==> src/rtl/hz_pkg.sv <==
package hz_pkg;
  typedef enum logic [1:0] {
    HZ_IGNORE   = 2'd0,
    HZ_STALL    = 2'd1,
    HZ_BYPASS   = 2'd2,
    HZ_RESERVED = 2'd3
  } hz_mode_e;

  localparam int unsigned HZ_NUM_SRC = 2;
endpackage

==> src/rtl/hz_stage_match.sv <==
module hz_stage_match #(
  parameter int unsigned REG_W = 5,
  parameter int unsigned NSRC  = 2
) (
  input  logic                  wen,
  input  logic [REG_W-1:0]      dst,
  input  logic [NSRC*REG_W-1:0] srcs,
  output logic [NSRC-1:0]       hit
);
  logic dst_live;
  assign dst_live = wen && (dst != '0);

  for (genvar g = 0; g < NSRC; g++) begin : g_src
    assign hit[g] = dst_live && (dst == srcs[g*REG_W +: REG_W]);
  end
endmodule

==> src/rtl/hz_operand_mux.sv <==
module hz_operand_mux #(
  parameter int unsigned DATA_W = 32
) (
  input  logic              bypass_ok,
  input  logic              ex_hit,
  input  logic              mem_hit,
  input  logic [DATA_W-1:0] ex_val,
  input  logic [DATA_W-1:0] mem_val,
  output logic              sel,
  output logic [DATA_W-1:0] val
);
  always_comb begin
    sel = 1'b0;
    val = '0;
    if (bypass_ok) begin
      if (ex_hit) begin
        sel = 1'b1;
        val = ex_val;
      end else if (mem_hit) begin
        sel = 1'b1;
        val = mem_val;
      end
    end
  end
endmodule

==> src/rtl/hazard_fwd_unit.sv <==
module hazard_fwd_unit
  import hz_pkg::*;
#(
  parameter int unsigned REG_W  = 5,
  parameter int unsigned DATA_W = 32
) (
  input  logic [1:0]        mode,
  input  logic [REG_W-1:0]  dec_rs,
  input  logic [REG_W-1:0]  dec_rt,
  input  logic              ex_wen,
  input  logic [REG_W-1:0]  ex_dst,
  input  logic              ex_load,
  input  logic [DATA_W-1:0] ex_alu,
  input  logic              mem_wen,
  input  logic [REG_W-1:0]  mem_dst,
  input  logic              mem_load,
  input  logic [DATA_W-1:0] mem_alu,
  input  logic [DATA_W-1:0] mem_rdata,
  output logic              stall,
  output logic              fwd_rs_sel,
  output logic [DATA_W-1:0] fwd_rs_val,
  output logic              fwd_rt_sel,
  output logic [DATA_W-1:0] fwd_rt_val
);
  localparam int unsigned NSRC = HZ_NUM_SRC;

  logic [NSRC*REG_W-1:0]  srcs;
  logic [NSRC-1:0]        ex_hit, mem_hit;
  logic [NSRC-1:0]        op_sel;
  logic [DATA_W-1:0]      op_val [NSRC];
  logic [DATA_W-1:0]      mem_val;
  logic                   bypass_ok;
  hz_mode_e               md;

  assign srcs    = {dec_rt, dec_rs};
  assign md      = hz_mode_e'(mode);
  assign mem_val = mem_load ? mem_rdata : mem_alu;

  hz_stage_match #(.REG_W(REG_W), .NSRC(NSRC)) u_ex_match (
    .wen(ex_wen), .dst(ex_dst), .srcs(srcs), .hit(ex_hit)
  );

  hz_stage_match #(.REG_W(REG_W), .NSRC(NSRC)) u_mem_match (
    .wen(mem_wen), .dst(mem_dst), .srcs(srcs), .hit(mem_hit)
  );

  always_comb begin
    unique case (md)
      HZ_STALL:  stall = (|ex_hit) || (|mem_hit);
      HZ_BYPASS: stall = (|ex_hit) && ex_load;
      default:   stall = 1'b0;
    endcase
  end

  assign bypass_ok = (md == HZ_BYPASS) && !stall;

  for (genvar g = 0; g < NSRC; g++) begin : g_op
    hz_operand_mux #(.DATA_W(DATA_W)) u_mux (
      .bypass_ok (bypass_ok),
      .ex_hit    (ex_hit[g]),
      .mem_hit   (mem_hit[g]),
      .ex_val    (ex_alu),
      .mem_val   (mem_val),
      .sel       (op_sel[g]),
      .val       (op_val[g])
    );
  end

  assign fwd_rs_sel = op_sel[0];
  assign fwd_rs_val = op_val[0];
  assign fwd_rt_sel = op_sel[1];
  assign fwd_rt_val = op_val[1];

  always_comb begin
    if (mode == 2'd0 || mode == 2'd3)
      a_r3_ignore_quiet: assert (!stall && !fwd_rs_sel && !fwd_rt_sel);
    if (stall)
      a_r9_stall_blocks_sel: assert (!fwd_rs_sel && !fwd_rt_sel);
    if (fwd_rs_sel)
      a_r2_rs_not_zero: assert (dec_rs != '0);
    if (fwd_rt_sel)
      a_r2_rt_not_zero: assert (dec_rt != '0);
    if (fwd_rs_sel && ex_wen && ex_dst == dec_rs)
      a_r8_rs_ex_first: assert (fwd_rs_val == ex_alu);
    if (mode == 2'd2 && ex_wen && ex_load && ex_dst != '0 &&
        (ex_dst == dec_rs || ex_dst == dec_rt))
      a_r5_load_stalls: assert (stall);
  end
endmodule

==> config.mk <==
export PLATFORM = sky130hd
export DESIGN_NAME = hazard_fwd_unit
export DESIGN_NICKNAME = d
export VERILOG_FILES = /design/src/rtl/hz_pkg.sv /design/src/rtl/hz_stage_match.sv /design/src/rtl/hz_operand_mux.sv /design/src/rtl/hazard_fwd_unit.sv
export SDC_FILE = /design/constraint.sdc
export NUM_CORES = 1
export LEC_CHECK = 0
export CELL_PAD_IN_SITES_DETAIL_PLACEMENT = 0
export CELL_PAD_IN_SITES_GLOBAL_PLACEMENT = 1
export CORE_MARGIN = 2
export CORE_UTILIZATION = 19
export DETAILED_ROUTE_END_ITERATION = 10
export GPL_ROUTABILITY_DRIVEN = 0
export GPL_TIMING_DRIVEN = 1
export MAX_ROUTING_LAYER = met4
export PLACE_DENSITY_LB_ADDON = 0.1
export SYNTH_ARGS = -nofsm -noshare
export SYNTH_HDL_FRONTEND = slang
export SYNTH_SLANG_ARGS = --single-unit
==> constraint.sdc <==
create_clock -name vclk -period 3.1
set_clock_uncertainty 0.05 [all_clocks]
set_input_delay 0.62 -clock vclk [all_inputs]
set_output_delay 0.62 -clock vclk [all_outputs]
set_load 0.01 [all_outputs]
==> qor.csv <==
metric,value,unit
relSlewSlack,71.88,%
initial_core_util,19.30,%
drv_slew,0,
drive_gt1_share,63.67,%
rows,36,
finalCritPeriodShare,104.8,%
multi_input_area,0.002591,mm2
violations,setup timing,
nClkBuffers,0,
drt-wirelength-per-cell,17.14,um
cp-start-kind,primary input,
drt_iter0_markers,43,
power_frac_comb,100.0,%
cellInternalPower,322.6,uW
dp_hpwl,7.552,mm
core,0.009639,mm2
postCtsHoldBufs,0,
sequentialPowerShare,0,%
area_growth,204.2,%
crit_fanout,5,
die_area,0.01060,mm2
fin_crit,3.248,ns
finalWirelength,11.06,mm
gr-usage-met3,1.288,%
grt_max_degree,18,
grt_use_met1,23.32,%
drtAntennaViolNets,0,
hold_depth,5,
num_vias,2869,
viasPerCell,4.448,
grt_pass1_wl,15.37,mm
cp_cell_sequence,"buf_6, or4_4, o21ai_4, nor4b_4, buf_4, nor2_4, nand4b_4, buf_8, buf_12, buf_12, buf_6, nor2_4, buf_6",
cp_slowest_cell,or4_4,
endpoint_kind,primary output,
synthesis.instances,247,
cp.required,2.43,ns
synth_top_area_cell,mux2i_1,
stdcell_count,645,
hold_start,ex_wen,
avgSynthCellArea,7.533,um2
synth_warnings,0,
fin_area,0.005660,mm2
grt_overflow_total,0,
drv_cap,0,
power_density,97.29,mW/mm2
dp_cells,600,
ioPinCount,189,
path_buf_inv,7,
hold_class,primary input to primary output,
gr-usage-all-layers,18.95,%
path_delay_family,simple AND/OR/NAND/NOR gates,
max_stage_delay,0.54,ns
p_leak,0.002228,uW
seq_area_frac_synth,0,%
hold_violations,0,
arrival,2.58,ns
synth_top_cell_area_share,30.67,%
postPlaceCellArea,0.004289,mm2
die_w,103.0,um
outcome,"finished, violations left",
rsz0062_at_grt,yes,
n_antenna_cell,0,
firstDrtPassIters,4,
fillers,868,
post-route-worst-setup-slack,-0.1478,ns
io_buffers,189,
grt_pass1_vias,3025,
synthDistinctLibCells,29,
ys_top_cells_by_area,"mux2i_1 31%, mux2_2 15%, nor2_1 14%, xnor2_1 6.1%, a21oi_1 3.8%",
finalNetCount,638,
yosysMostFrequentCell,nor2_1,
crit_path_frequent_cell,buf_6,
p_switching,228.1,uW
holdPathEnd,stall,
clock.fmax,0.3079,GHz
drc,0,
worst-setup-path-type,primary input to primary output,
nFlopsAndLatches,0,
setup_violations,40,
netlist_top_cells_count,"67 x nor2_1, 57 x mux2i_1, 25 x mux2_2, 14 x a21oi_1, 13 x xnor2_1",
synth_area,0.001861,mm2
antenna_found_initial,0,
seqCellArea,0,um2
syn_nets,371,
worst_pin_slew,0.4101,ns
p_clk_share,0,%
vdd_ir_drop_max,50.03,uV
grt.busiest_layer,met2,
grtUsageMet2,35.71,%
power.share.switching,41.42,%
die_h,103.0,um
[power by group through the flow]
| stage | clock [uW] | combinational (uW) | sequential, uW |
|---|---|---|---|
| 6_report | 0 | 551 | 0 |
| 5_1_grt | 0 | 583 | 0 |
| 4_1_cts | 0 | 469 | 0 |
| 3_5_place_dp | 0 | 400 | 0 |
| 3_3_place_gp | 0 | 397 | 0 |
| 2_1_floorplan | 0 | 157 | 0 |
[logic make-up after synthesis]
kind of cell,Yosys count,synth area share [%]
muxes,82,45.80
adders and majority gates,2,1.345
AOI/OAI and AO/OA,19,6.658
buffers and inverters,22,7.263
and+or+nand+nor,102,29.52
xor gates and xnor gates,20,9.415
[metal layers]
metal / part of all wire (%) / wire, um / up-vias
li1: - / - / 1407
met3: 4.9 / 545 / 2
met5: 0 / 0 / -
met1: 39 / 4288 / 1361
met2: 56 / 6211 / 99
met4: 0.11 / 12 / 0
[tightest hold or removal path, delay by kind of cell]
kind / cells / cell delay [ns]
simple gates: 1 / 0.13
buf+inv: 2 / 0.39
compound gates: 2 / 0.17
[timing repair]
action                                  4_1_cts  5_1_grt
gates cloned                                  7        0
buffers inserted                             38        8
endpoints found under the setup margin       67       67
gates resized for setup                     467      156
pin swaps                                    55       44
[per-stage QoR]
step	setup TNS (ns)	hold WS (ns)	utilization (%)	total power [uW]	setup slack, ns
2_1_floorplan	0	1.360	-	156.9	0.2967
3_3_place_gp	-49.14	2.266	44.50	396.9	-0.8291
3_5_place_dp	-48.84	2.255	44.50	399.6	-0.7945
4_1_cts	-5.935	1.888	53.23	469.0	-0.2129
5_1_grt	-6.457	1.928	58.72	582.7	-0.2213
6_report	-2.102	1.878	58.72	550.7	-0.1478
[cell type report]
type	count	area share (%)
inverter	5	0.3316
timing repair buffer	282	50.95
tap	133	2.940
multi-input combinational	225	45.78
[worst max path at each step]
stage | startpoint | end | depth (start not counted) | slack (ns)
2_1_floorplan | ex_dst[0] | fwd_rt_val[0] | 7 | 0.30
3_3_place_gp | mem_dst[2] | fwd_rs_val[31] | 9 | -0.83
3_5_place_dp | ex_dst[0] | fwd_rt_val[12] | 11 | -0.79
4_1_cts | ex_dst[2] | fwd_rt_val[5] | 13 | -0.21
5_1_grt | mem_dst[1] | fwd_rt_val[18] | 12 | -0.22
6_report | ex_dst[3] | fwd_rt_val[18] | 13 | -0.15
[placed cells by master, fill, tap and decap left out, drive strengths merged, types with 5 or more instances in the layout]
cell and n:
a21oi 14, buf 171, clkbuf 5, clkdlybuf4s50 99
dlygate4sd2 5, inv 5, mux2 25, mux2i 57
nor2 69, nor3 7, nor3b 9, xnor2 13
xor2 7
No activity file was read; power rests on OpenSTA's default activity.
